File: src/rtl/i2c_tgt_pkg.sv
package i2c_tgt_pkg;

  localparam int BYTE_W = 8;

  typedef enum logic [2:0] {
    ST_IDLE,
    ST_ADDR,
    ST_PTR,
    ST_WR,
    ST_RD,
    ST_SKIP
  } tgt_state_e;

  // Device address: upper six bits fixed, bit 0 from the strap.
  function automatic logic [6:0] own_addr(input logic [6:0] base, input logic strap);
    return {base[6:1], strap};
  endfunction

endpackage

File: src/rtl/i2c_tgt_sync.sv
module i2c_tgt_sync #(
  parameter int STAGES = 2
) (
  input  logic clk,
  input  logic rst_n,
  input  logic scl_i,
  input  logic sda_i,
  output logic scl_s,
  output logic sda_s,
  output logic scl_rise,
  output logic scl_fall,
  output logic start_det,
  output logic stop_det
);

  logic [STAGES-1:0] scl_ff;
  logic [STAGES-1:0] sda_ff;
  logic              scl_q;
  logic              sda_q;

  generate
    if (STAGES == 1) begin : g_one
      always_ff @(posedge clk) begin
        if (!rst_n) begin
          scl_ff <= '1;
          sda_ff <= '1;
        end else begin
          scl_ff <= scl_i;
          sda_ff <= sda_i;
        end
      end
    end else begin : g_chain
      always_ff @(posedge clk) begin
        if (!rst_n) begin
          scl_ff <= '1;
          sda_ff <= '1;
        end else begin
          scl_ff <= {scl_ff[STAGES-2:0], scl_i};
          sda_ff <= {sda_ff[STAGES-2:0], sda_i};
        end
      end
    end
  endgenerate

  assign scl_s = scl_ff[STAGES-1];
  assign sda_s = sda_ff[STAGES-1];

  always_ff @(posedge clk) begin
    if (!rst_n) begin
      scl_q <= 1'b1;
      sda_q <= 1'b1;
    end else begin
      scl_q <= scl_s;
      sda_q <= sda_s;
    end
  end

  assign scl_rise  = scl_s & ~scl_q;
  assign scl_fall  = ~scl_s & scl_q;
  // Bus conditions: data edge while the clock is held high.
  assign start_det = scl_s & scl_q & sda_q & ~sda_s;
  assign stop_det  = scl_s & scl_q & ~sda_q & sda_s;

endmodule

File: src/rtl/i2c_tgt_ptr.sv
module i2c_tgt_ptr #(
  parameter int AW = 8
) (
  input  logic          clk,
  input  logic          rst_n,
  input  logic          load,
  input  logic [AW-1:0] load_val,
  input  logic          inc,
  output logic [AW-1:0] ptr
);

  function automatic logic [AW-1:0] ptr_next(input logic [AW-1:0] p);
    return p + AW'(1);
  endfunction

  always_ff @(posedge clk) begin
    if (!rst_n)    ptr <= '0;
    else if (load) ptr <= load_val;
    else if (inc)  ptr <= ptr_next(ptr);
  end

endmodule

File: src/rtl/i2c_tgt_ctrl.sv
module i2c_tgt_ctrl
  import i2c_tgt_pkg::*;
#(
  parameter int BITS = BYTE_W
) (
  input  logic            clk,
  input  logic            rst_n,
  input  logic            scl_rise,
  input  logic            scl_fall,
  input  logic            sda_s,
  input  logic            start_det,
  input  logic            stop_det,
  input  logic [6:0]      dev_addr,
  input  logic [BITS-1:0] rdata,
  output logic            ptr_load,
  output logic            ptr_inc,
  output logic [BITS-1:0] rx_byte,
  output logic            we,
  output logic            sda_oe,
  output tgt_state_e      state,
  output logic [3:0]      bit_cnt,
  output logic            ack_ph,
  output logic            addr_hit
);

  localparam logic [3:0] FULL = 4'(BITS);
  localparam logic [3:0] LAST = 4'(BITS - 1);

  logic [BITS-1:0] rx_sh;
  logic [BITS-1:0] tx_sh;
  logic            mack;
  logic            load_pend;
  logic            we_q;
  logic            cond;
  logic            ack_end;
  logic            wr_done;

  assign cond     = start_det | stop_det;
  assign addr_hit = (rx_sh[BITS-1:1] == dev_addr);
  assign ack_end  = scl_fall & ack_ph & ~cond;
  assign wr_done  = (state == ST_WR) & scl_rise & ~ack_ph & (bit_cnt == LAST) & ~cond;
  assign ptr_load = ack_end & (state == ST_PTR);
  assign ptr_inc  = ack_end & ((state == ST_WR) | ((state == ST_RD) & mack));
  assign rx_byte  = rx_sh;
  assign we       = we_q;

  always_ff @(posedge clk) begin
    if (!rst_n) begin
      state     <= ST_IDLE;
      bit_cnt   <= '0;
      ack_ph    <= 1'b0;
      rx_sh     <= '0;
      tx_sh     <= '0;
      mack      <= 1'b0;
      load_pend <= 1'b0;
      sda_oe    <= 1'b0;
      we_q      <= 1'b0;
    end else begin
      load_pend <= 1'b0;
      we_q      <= wr_done;
      if (start_det) begin
        state   <= ST_ADDR;
        bit_cnt <= '0;
        ack_ph  <= 1'b0;
        sda_oe  <= 1'b0;
      end else if (stop_det) begin
        state   <= ST_IDLE;
        bit_cnt <= '0;
        ack_ph  <= 1'b0;
        sda_oe  <= 1'b0;
      end else if (load_pend) begin
        // Register data for the new pointer is valid one cycle after the fall.
        tx_sh  <= rdata;
        sda_oe <= ~rdata[BITS-1];
      end else if (state != ST_IDLE && state != ST_SKIP) begin
        if (scl_rise) begin
          if (ack_ph) begin
            if (state == ST_RD) mack <= ~sda_s;
          end else if (bit_cnt < FULL) begin
            rx_sh   <= {rx_sh[BITS-2:0], sda_s};
            bit_cnt <= bit_cnt + 4'd1;
          end
        end else if (scl_fall) begin
          if (ack_ph) begin
            ack_ph  <= 1'b0;
            bit_cnt <= '0;
            sda_oe  <= 1'b0;
            case (state)
              ST_ADDR: begin
                if (rx_sh[0]) begin
                  state     <= ST_RD;
                  load_pend <= 1'b1;
                end else begin
                  state <= ST_PTR;
                end
              end
              ST_PTR: state <= ST_WR;
              ST_RD: begin
                if (mack) load_pend <= 1'b1;
                else      state     <= ST_SKIP;
              end
              default: ;
            endcase
          end else if (bit_cnt == FULL) begin
            case (state)
              ST_ADDR: begin
                if (addr_hit) begin
                  ack_ph <= 1'b1;
                  sda_oe <= 1'b1;
                end else begin
                  state  <= ST_SKIP;
                  sda_oe <= 1'b0;
                end
              end
              ST_RD: begin
                ack_ph <= 1'b1;
                mack   <= 1'b0;
                sda_oe <= 1'b0;
              end
              default: begin
                ack_ph <= 1'b1;
                sda_oe <= 1'b1;
              end
            endcase
          end else if (state == ST_RD && bit_cnt != '0) begin
            tx_sh  <= {tx_sh[BITS-2:0], 1'b0};
            sda_oe <= ~tx_sh[BITS-2];
          end
        end
      end
    end
  end

endmodule

File: src/rtl/i2c_regfile_target.sv
module i2c_regfile_target
  import i2c_tgt_pkg::*;
#(
  parameter logic [6:0] DEV_ADDR_BASE = 7'h4C,
  parameter int         SYNC_STAGES   = 2
) (
  input  logic              clk,
  input  logic              rst_n,
  input  logic              scl_i,
  input  logic              sda_i,
  output logic              sda_oe_o,
  input  logic              addr_strap_i,
  output logic              reg_we_o,
  output logic [BYTE_W-1:0] reg_addr_o,
  output logic [BYTE_W-1:0] reg_wdata_o,
  input  logic [BYTE_W-1:0] reg_rdata_i
);

  // Internal events, named for the bound checker.
  logic              scl_s;
  logic              sda_s;
  logic              scl_rise;
  logic              scl_fall;
  logic              start_det;
  logic              stop_det;
  logic [6:0]        dev_addr;
  logic              ptr_load;
  logic              ptr_inc;
  logic [BYTE_W-1:0] rx_byte;
  logic [BYTE_W-1:0] ptr_q;
  tgt_state_e        state;
  logic [3:0]        bit_cnt;
  logic              ack_ph;
  logic              addr_hit;

  assign dev_addr = own_addr(DEV_ADDR_BASE, addr_strap_i);

  i2c_tgt_sync #(.STAGES(SYNC_STAGES)) u_sync (
    .clk       (clk),
    .rst_n     (rst_n),
    .scl_i     (scl_i),
    .sda_i     (sda_i),
    .scl_s     (scl_s),
    .sda_s     (sda_s),
    .scl_rise  (scl_rise),
    .scl_fall  (scl_fall),
    .start_det (start_det),
    .stop_det  (stop_det)
  );

  i2c_tgt_ctrl #(.BITS(BYTE_W)) u_ctrl (
    .clk       (clk),
    .rst_n     (rst_n),
    .scl_rise  (scl_rise),
    .scl_fall  (scl_fall),
    .sda_s     (sda_s),
    .start_det (start_det),
    .stop_det  (stop_det),
    .dev_addr  (dev_addr),
    .rdata     (reg_rdata_i),
    .ptr_load  (ptr_load),
    .ptr_inc   (ptr_inc),
    .rx_byte   (rx_byte),
    .we        (reg_we_o),
    .sda_oe    (sda_oe_o),
    .state     (state),
    .bit_cnt   (bit_cnt),
    .ack_ph    (ack_ph),
    .addr_hit  (addr_hit)
  );

  i2c_tgt_ptr #(.AW(BYTE_W)) u_ptr (
    .clk      (clk),
    .rst_n    (rst_n),
    .load     (ptr_load),
    .load_val (rx_byte),
    .inc      (ptr_inc),
    .ptr      (ptr_q)
  );

  assign reg_addr_o  = ptr_q;
  assign reg_wdata_o = rx_byte;

endmodule

File: config.mk
export PLATFORM = sky130hd
export DESIGN_NAME = i2c_regfile_target
export DESIGN_NICKNAME = d
export VERILOG_FILES = /design/src/rtl/i2c_tgt_pkg.sv /design/src/rtl/i2c_tgt_sync.sv /design/src/rtl/i2c_tgt_ptr.sv /design/src/rtl/i2c_tgt_ctrl.sv /design/src/rtl/i2c_regfile_target.sv
export SDC_FILE = /design/constraint.sdc
export NUM_CORES = 1
export LEC_CHECK = 0
export BUFFER_PORTS_ARGS = -buffer_cell sky130_fd_sc_hd__buf_2
export CAP_MARGIN = 10
export CORE_AREA = 2 2 68 76
export DETAILED_ROUTE_END_ITERATION = 8
export DIE_AREA = 0 0 70 78
export MAX_ROUTING_LAYER = met4
export PLACE_DENSITY_LB_ADDON = 0.05
export SYNTH_ARGS = -nofsm -noshare
export SYNTH_HDL_FRONTEND = slang
export SYNTH_SLANG_ARGS = --single-unit
File: constraint.sdc
create_clock -name clk -period 3.6 [get_ports clk]
set_input_delay 0.18 -clock clk [delete_from_list [all_inputs] [get_ports clk]]
set_output_delay 0.18 -clock clk [all_outputs]
set_load 0.02 [all_outputs]
Yosys cells after proc, flatten, opt, wreduce, memory -nomap -nowiden

Index checks and enable logic that the tools add are counted.

Bits in registers: 41
Input bits: 13
Output and inout bits: 18
Logic and storage cells: 153

$add $sub $neg: 2
Magnitude comparators: 1
Eq/ne operators: 24
Multiplexer cells: 49
Bitwise operators: 33
Reduce and logical (&&, ||, !) cells: 29

Operators by type and width:

| cell                  | number |
|---|---|
| $mux W7               | 7 |
| $mux W1               | 26 |
| $mux W4               | 5 |
| $mux W3               | 6 |
| $reduce_and A9 Y1     | 2 |
| $and A1 B1 Y1         | 16 |
| $mux W8               | 2 |
| $reduce_bool A2 Y1    | 8 |
| $reduce_bool A4 Y1    | 4 |
| $ne A3 B3 Y1 const B  | 5 |
| $not A1 Y1            | 15 |
| $ne A2 B2 Y1 const B  | 6 |
| $reduce_bool A3 Y1    | 4 |
| $reduce_and A10 Y1    | 1 |
| $pmux W3 S3           | 1 |
| $add A8 B1 Y8 const B | 1 |
| $reduce_and A4 Y1     | 2 |
| $reduce_and A8 Y1     | 1 |
| $reduce_or A8 Y1      | 1 |
| $eq A7 B7 Y1          | 1 |
| $reduce_and A7 Y1     | 1 |
| $eq A3 B2 Y1 const B  | 2 |
| $ne A2 B1 Y1 const B  | 3 |
| $reduce_and A6 Y1     | 1 |
| 14 further kinds      | 17 |

Logic depth before layout (Yosys ltp)

Gate-level depths: netlist (run 1).

Word-level depth: 11
Depth in mapped cells: 8
Mapped depth without buffers: 7

By module

A second synthesis (run 1) with hierarchy kept.

Cell total of the unflattened synthesis: 258
Area total of the unflattened synthesis: 2,194.6 µm²

Modules (own cells, without submodules):

| module             | instances | cells an instance | area each (µm²) | seq. area each (µm²) |
|---|---|---|---|---|
| i2c_tgt_ctrl       | 1         | 185               | 1,535.2         | 540.5 |
| i2c_tgt_ptr        | 1         | 55                | 461.7           | 160.2 |
| i2c_tgt_sync       | 1         | 16                | 190.2           | 120.1 |
| i2c_regfile_target | 1         | 2                 | 7.5             | 0.0 |

Worst setup path after synthesis (run 1)

No wires, ideal clock.

Path type: register to register
From: reg u_ctrl.state[0]
To: reg u_ptr.ptr[0]
Setup time: 0.115 ns
Data arrival time: 1.497 ns
Slack: 1.988 ns
Cell stages (with the launch flop): 7
Buffers on the path: 2
Clock period less this slack: 1.612 ns
Cells stage by stage: dfxtp_1 buf_2 nand4bb_4 a221o_1 buf_2 a22o_1 o21a_1

Cells in the longest elaborated chain, start to end: 5

RTL lines:

| item                                | line               | RTL |
|---|---|---|
| from (decl)                         | i2c_tgt_ctrl.sv:20 | `output tgt_state_e state,` |
| from (signal assigned)              | i2c_tgt_ctrl.sv:49 | `state <= ST_IDLE;` |
| from (signal assigned)              | i2c_tgt_ctrl.sv:62 | `state <= ST_ADDR;` |
| from (signal assigned)              | i2c_tgt_ctrl.sv:67 | `state <= ST_IDLE;` |
| $eq A3 B3 Y1                        | i2c_tgt_ctrl.sv:43 | `assign ptr_inc = ack_end & ((state == ST_WR) \| ((state == ST_RD) & mack));` |
| $and A1 B1 Y1                       | i2c_tgt_ctrl.sv:43 |  |
| $or A1 B1 Y1                        | i2c_tgt_ctrl.sv:43 |  |
| $and A1 B1 Y1                       | i2c_tgt_ctrl.sv:43 |  |
| $reduce_bool A2 Y1 (no source line) | n/a                |  |
| to (signal assigned)                | i2c_tgt_ptr.sv:18  | `else if (load) ptr <= load_val;` |
| to (signal assigned)                | i2c_tgt_ptr.sv:19  | `else if (inc) ptr <= ptr_next(ptr);` |
| to (decl)                           | i2c_tgt_ptr.sv:9   | `output logic [AW-1:0] ptr` |

Several ways; a longest one is shown, not always the timed one.
A chain may end at the register's enable or synchronous reset.

Worst setup path in the final report (run 1)

From: reg u_ctrl.state[2]
To: reg u_ctrl.tx_sh[1]

Cells in the longest elaborated chain, start to end: 4

RTL lines:

| item                                          | line                                    | RTL |
|---|---|---|
| $ne A3 B3 Y1, or another cell as far along    | i2c_tgt_ctrl.sv:75                      | `end else if (state != ST_IDLE && state != ST_SKIP) begin` |
| $logic_and A1 B1 Y1, on equally long branches | i2c_tgt_ctrl.sv:75, i2c_tgt_ctrl.sv:125 |  |
| $reduce_bool A2 Y1 (no source line)           | n/a                                     |  |
| $reduce_and A8 Y1 (no source line) *          | n/a                                     |  |
| to (signal assigned)                          | i2c_tgt_ctrl.sv:73                      | `tx_sh <= rdata;` |
| to (signal assigned)                          | i2c_tgt_ctrl.sv:126                     | `tx_sh <= {tx_sh[BITS-2:0], 1'b0};` |
| to (decl)                                     | i2c_tgt_ctrl.sv:30                      | `logic [BITS-1:0] tx_sh;` |

Every way passes the cells marked *; elsewhere a longest branch is shown, timed or not.

==> out/qor.yml, run 1 <==
global_route:
  grt_use_total_pct: 20.6
  antenna_found_initial: 0
  grt_max_degree: 36
  grt_pass1_wl_um: 8890
  grt_pass1_vias: 1848
  grt_overflow: 0
final_layout:
  drive_gt1_share_pct: 16.2
  antenna_cells: 0
  syn_to_final_growth_pct: 12.0
  fin_util_pct: 54.7
  final_nets: 302
  postLayoutCellArea_sq_um: 2520
clocking:
  cts_resized: 0
  cts_buffers: 5
  cts.sinks: 41
  cts_setup_buffers: 0
  cts_htree_levels: 2
  cts_tree: "done"
  root_buffer: "clkbuf_8"
  clk_latency_ps: 300
  ctsHoldBuffers: 0
  ctsLongestPathBuffers: 2
  clk_pin_slew_ps: 80
floorplan:
  std_cell_rows: 26
  die_y_um: 78
  coreArea_sq_um: 4620
  io_pins: 31
  die_area_sq_um: 5460
  die_x_um: 70
  initial_core_util_pct: 48.8
power:
  swShare_pct: 23.0
  power_mw: 0.885
  clkPwrFrac_pct: 43.0
  power.switching_mw: 0.204
  ir_worst_vdd_mv: 0.265
  power_density_nw_per_um2: 351
  power_frac_seq_pct: 52.1
  comb_power_share_pct: 4.9
  power_leakage_nw: 1.09
  p_int_mw: 0.681
critical_path:
  critical_path_class: "reg -> reg"
  crit_arrival_ps: 2430
  endpoint_kind: "flop"
  slowest_stage: "a21oi_1"
  crit_fanout: 13
  required_ps: 3790
  cpPeakStageDelay_ps: 700
  cp_top_family: "compound AO/OA/AOI/OAI gates"
  crit_buf_inv: 0
  cp-start-kind: "flop"
  worstPathCellList: "nor3b_1, a31oi_1, a21oi_1, o211ai_1, o211a_1"
placed_design:
  io_buffers: 30
  placed_area_sq_um: 2410
  dp_slack_ps: 1380
  dp_hpwl_um: 3730
  place.gp.congestion: 0.804
drt:
  drc: 0
  wl_per_cell_um: 15.3
  drtIter0Drc: 85
  wl_met1_um: 2500
  drt-total-wl_um: 5220
  firstDrtPassIters: 4
  met2_length_um: 2480
  route.vias.total: 1915
  wl_met3_um: 183
  ant_nets: 0
  top_layer: "met4"
  via_per_inst: 5.63
sta:
  timing.fmax_mhz: 446
  period_needed_ps: 2240
  skew_ps: 15.2
  fin_ws_ps: 1360
  slew_headroom_pct: 41.7
  rsz0062_at_grt: "false"
  fin_crit_sh_pct: 62.2
  hold_viol_final: 0
  worst_pin_slew_ps: 875
  drv_slew: 0
  setup_viol: 0
  setup_tns_ps: 0
yosys:
  synth_ff_type: "dfxtp_1"
  syn_avg_cell_area_sq_um: 8.71
  synth_cell_type_count: 60
  synth_edf_count: 0
  yosys_warnings: 0
  yosysSeqAreaShare_pct: 36.4
  synth_area_sq_um: 2250
  synth_nets: 278
  ys_ff_latch: 41
  syn_inst: 259
  synthArstFlopShare_pct: 0
min_path:
  hp-class: "in -> reg"
run_status:
  status: "finished clean"
job:
  cap_violations: 0
path summary, 6_finish.rpt:
check,to,depth (start not counted),slack (ps),from
max,u_ctrl.tx_sh[1],5,1360,u_ctrl.state[2]
min,u_sync.scl_ff[0],2,60,scl_i
max reg2reg,u_ctrl.tx_sh[1],5,1360,u_ctrl.state[2]
min reg2reg,u_sync.scl_ff[1],1,410,u_sync.scl_ff[0]
final cells by class:
type	count	area [sq um]
flip-flops and latches	41	821
clock inverters	3	46.3
well taps	56	70.1
repair buffers	30	150
clock buffers	5	68.8
multi-input cells	194	1330
fillers	463	2090
inverters	11	41.3
metal layers:
layer / vias to the layer above / track usage (%)
met5: - / -
met1: 886 / 26.4
met2: 42 / 33.3
met3: 8 / 4.03
met4: 0 / 5.58
li1: 979 / -
flip-flops by register name, indices dropped and copies added, names as in the netlist, 2 cells and up:
name,flops
u_ctrl.state,3
u_ctrl.bit_cnt,4
u_ptr.ptr,8
u_sync.scl_ff,2
u_sync.sda_ff,2
u_ctrl.tx_sh,7
u_ctrl.rx_byte,8
stage by stage:
stage               hold slack (ps)  cells
floorplan                       253    259
global placement                359    332
detailed placement              364    332
CTS                            57.2    340
global route                   72.1    340
finish                         62.3    340
cell families after synthesis:
kind of cell / synth area share, %
compound gates: 21.6
xor+xnor: 1.11
fa+ha+maj: 3.33
buf+inv: 4.72
flops: 36.4
mux: 7.10
simple gates: 25.7
power groups by stage:
stage                     sequential, mW  combinational (mW)  clock, mW
after floorplan                    0.469              0.0305          0
after global placement             0.472              0.0433          0
after detailed placement           0.472              0.0433          0
after CTS                          0.461              0.0435      0.388
after global routing               0.462              0.0489      0.405
final                              0.461              0.0431      0.381
layout by cell type (no fill, tap or decap), types with 2 or more instances in the layout:
cell type | netlist | routed
nor3_1 | 6 | 6
buf_2 | 4 | 30
a31oi_1 | 2 | 2
ha_1 | 6 | 6
o211ai_1 | 2 | 2
dfxtp_1 | 41 | 41
nand2b_1 | 9 | 9
nand3b_1 | 2 | 2
o21ai_1 | 2 | 2
a32oi_1 | 2 | 2
o22ai_1 | 2 | 2
o31a_1 | 2 | 2
o32ai_1 | 2 | 2
nor3b_1 | 6 | 6
nand3_1 | 7 | 7
and4_1 | 2 | 2
a21oi_1 | 15 | 15
mux2i_1 | 16 | 16
nor4_1 | 2 | 2
nor2b_1 | 8 | 8
or3b_1 | 2 | 2
inv_1 | 11 | 11
nor2_1 | 12 | 12
and2_1 | 3 | 3
a22oi_1 | 2 | 2
nand2_1 | 34 | 34
o21ai_0 | 10 | 10
clkbuf_8 | 0 | 5
o211a_1 | 10 | 10
synthesized netlist by cell type, types with 2 or more instances:
library cell,instances,area (sq um)
a22oi_1,2,15.0
o21ai_1,2,10.0
ha_1,6,75.1
a32oi_1,2,17.5
mux2i_1,16,160
nand3b_1,2,15.0
dfxtp_1,41,821
nor3_1,6,30.0
o22ai_1,2,12.5
buf_2,4,20.0
nand2_1,34,128
a31oi_1,2,12.5
or3b_1,2,17.5
nand2b_1,9,56.3
o32ai_1,2,17.5
o211a_1,10,100
nor2_1,12,45.0
o211ai_1,2,15.0
clkbuf_1,6,22.5
and4_1,2,17.5
inv_1,11,41.3
nand3_1,7,35.0
o31a_1,2,17.5
nor2b_1,8,50.1
a21oi_1,15,75.1
nor4_1,2,12.5
o21ai_0,10,50.1
and2_1,3,18.8
nor3b_1,6,45.0
(Power assumes the default switching activity.)
==> run 2, diff against run 1 <==
--- a/config.mk
+++ b/config.mk
@@ -5,11 +5,12 @@
 export SDC_FILE = /design/constraint.sdc
 export NUM_CORES = 1
 export LEC_CHECK = 0
+export ABC_AREA = 1
 export BUFFER_PORTS_ARGS = -buffer_cell sky130_fd_sc_hd__buf_2
 export CAP_MARGIN = 10
-export CORE_AREA = 2 2 68 76
+export CORE_AREA = 2 2 66 75
 export DETAILED_ROUTE_END_ITERATION = 8
-export DIE_AREA = 0 0 70 78
+export DIE_AREA = 0 0 68 77
 export MAX_ROUTING_LAYER = met4
 export PLACE_DENSITY_LB_ADDON = 0.05
 export SYNTH_ARGS = -nofsm -noshare
==> constraint.sdc (replaced) <==
create_clock -name clk -period 2.32 [get_ports clk]
set_input_delay 0.116 -clock clk [delete_from_list [all_inputs] [get_ports clk]]
set_output_delay 0.116 -clock clk [all_outputs]
set_load 0.02 [all_outputs]
==> run 2 against run 1 <==
Against the previous run: total power increased by 58%; die area fell by 4.1%; flip-flop and latch count unchanged; clock skew fell by 8.6 ps; register-to-register slack lost 770 ps; setup slack lost 770 ps; maximum frequency rose by 30%; cell area about the same; largest cell class unchanged; highest routed layer unchanged.
==> out/qor.yml, run 2 <==
power:
  power_density_nw_per_um2: 554  # +58%
  power_mw: 1.40  # +58%
  power_leakage_nw: 1.16  # +6.2%
  ir_worst_vdd_mv: 0.326  # +23%
clocking:
  clk_pin_slew_ps: 80  # about the same
  root_buffer: "clkbuf_8"
  ctsLongestPathBuffers: 2  # unchanged
  clk_latency_ps: 290  # about the same
  cts_htree_levels: 2  # unchanged
  cts_resized: 0  # unchanged
  cts_tree: "done"
  cts.sinks: 41  # unchanged
  cts_buffers: 5  # unchanged
  cts_setup_buffers: 0  # unchanged
drt:
  ant_nets: 0  # unchanged
  via_per_inst: 5.16  # -8.3%
  firstDrtPassIters: 4  # unchanged
  drt-total-wl_um: 5180  # -0.59%
  route.vias.total: 2143  # +12%
  drtIter0Drc: 110  # +29%
  drc: 0  # unchanged
  wl_per_cell_um: 12.5  # -19%
critical_path:
  required_ps: 2500  # -1290 ps
  crit_fanout: 5  # -8
  reg2reg_depth: 6  # +1
  cp-start-kind: "flop"
  crit_arrival_ps: 1900  # -530 ps
  critical_path_class: "reg -> reg"
  endpoint_kind: "flop"
final_layout:
  final_nets: 377  # +25%
  antenna_cells: 0  # unchanged
  drive_gt1_share_pct: 18.7  # +2.5 points
  layout_common_cells: "nand2_1, dfxtp_1, a21oi_1, buf_2"
  syn_to_final_growth_pct: 16.2
  final_common_cell: "nand2_1"
  fin_util_pct: 56.2  # +1.6 points
  final-instance-count-excl-fill: 415  # +22%
  postLayoutCellArea_sq_um: 2520  # about the same
placed_design:
  placed_area_sq_um: 2390  # -0.93%
  io_buffers: 30  # unchanged
  place.gp.congestion: 0.881  # +9.6%
  dp_cells: 405  # +22%
  dp_hpwl_um: 3840  # +3.0%
  dp_slack_ps: 621  # -757 ps
sta:
  setup_viol: 0  # unchanged
  slew_headroom_pct: 72.4  # +31 points
  setup_tns_ps: 0  # unchanged
  hold_viol_final: 0  # unchanged
  rsz0062_at_grt: "false"
  fin_ws_ps: 593  # -767 ps
  holdWs_ps: 105  # +42.5 ps
  drv_slew: 0  # unchanged
  fin_crit_sh_pct: 74.4  # +12 points
  timing.fmax_mhz: 579  # +30%
  skew_ps: 6.63  # -8.56 ps
  period_needed_ps: 1730  # -513 ps
  worst_pin_slew_ps: 413  # -462 ps
yosys:
  synth_nets: 341  # +23%
  synth_xor_area_share_pct: 0.806  # -0.30 points
  synth.area.top_cells: "dfxtp_1, nand2_1, a21oi_1"
  yosysTopAreaCellShare_pct: 37.8  # +1.4 points
  yosysTopAreaCell: "dfxtp_1"
  synth_cell_type_count: 27  # -55%
  muxShareOfSynthArea_pct: 0  # -7.1 points
  yosys_warnings: 0  # unchanged
  synth_edf_count: 0  # unchanged
  synth_top_family_by_area: "simple AND/OR/NAND/NOR gates"
  synth_commonest_cells: "nand2_1, dfxtp_1, a21oi_1, inv_1, nand3_1"
  synth_area_sq_um: 2170  # -3.7%
  synth_ff_type: "dfxtp_1"
  syn_avg_cell_area_sq_um: 6.75  # -23%
  syn_inst: 322  # +24%
  synth_simple_gate_area_share_pct: 35.7  # +10 points
  synthAdderAreaFrac_pct: 3.46  # +0.13 points
  yosysSeqAreaShare_pct: 37.8  # +1.4 points
  synth_compound_area_share_pct: 14.6  # -7.0 points
  ys_ff_latch: 41  # unchanged
  synthArstFlopShare_pct: 0  # unchanged
  yosysMostFrequentCell: "nand2_1"
floorplan:
  die_y_um: 77  # -1.3%
  io_pins: 31  # unchanged
  initial_core_util_pct: 48.4  # -0.42 points
  die_area_sq_um: 5240  # -4.1%
  std_cell_rows: 26  # unchanged
  die_x_um: 68  # -2.9%
  coreArea_sq_um: 4490  # -2.8%
global_route:
  grt_pass1_vias: 1932  # +4.5%
  grt_pass1_wl_um: 8630  # -3.0%
  grt_max_degree: 17  # -53%
  grt_use_total_pct: 21.9  # +1.3 points
  antenna_found_initial: 0  # unchanged
  grt_overflow: 0  # unchanged
job:
  cap_violations: 0  # unchanged
min_path:
  hold_path_depth: 3  # +1
  hp-class: "in -> reg"
run_status:
  status: "finished clean"
run 2: logic make-up after synthesis:
logic type / after synthesis
buffers and inverters: 42
and+or+nand+nor: 168
DFF: 41
xor gates and xnor gates: 2
AOI/OAI and AO/OA: 63
adders and majority gates: 6
run 2: area by class of cell:
cell class	instances	area, sq um
Clock buffer	7	86.3
Clock inverter	1	30.0
Fill cell	460	1970
Inverter	36	138
Multi-Input combinational cell	239	1190
Sequential cell	41	821
Tap cell	56	70.1
Timing Repair Buffer	35	193
run 2: worst paths after layout:
| check | startpoint | endpoint | slack, ps |
|---|---|---|---|
| setup / recovery | u_sync.scl_ff[1] | u_ctrl.bit_cnt[2] | 590 |
| setup reg to reg | u_sync.scl_ff[1] | u_ctrl.bit_cnt[2] | 590 |
| hold / removal | reg_rdata_i[0] | u_ctrl.tx_sh[0] | 100 |
| hold reg to reg | u_sync.scl_ff[0] | u_sync.scl_ff[1] | 420 |
run 2: what timing repair did:
| action | in CTS | in global routing |
|---|---|---|
| endpoints found under the hold margin | 2 | 0 |
| endpoints found under the setup margin | 0 | 0 |
| hold buffers | 2 | 0 |
run 2: critical path: stages (launching register included):
cell and delay (ps):
dfxtp_1 360, inv_1 70, ha_1 280, or2_2 310, or2_4 300, o21ai_1 190, nor3_1 90
run 2: routing by layer:
layer / GRT usage (%) / share of wire (%)
met4: 8.60 / 2.5
met3: 3.96 / 3.6
met1: 26.5 / 44
met2: 35.4 / 50
met5: - / 0
run 2: report_power, final:
group / switching (mW) / internal (mW) / total, mW
Sequential: 0.00569 / 0.710 / 0.716
Combinational: 0.0534 / 0.0314 / 0.0848
Clock: 0.247 / 0.351 / 0.598
Total: 0.306 / 1.09 / 1.40
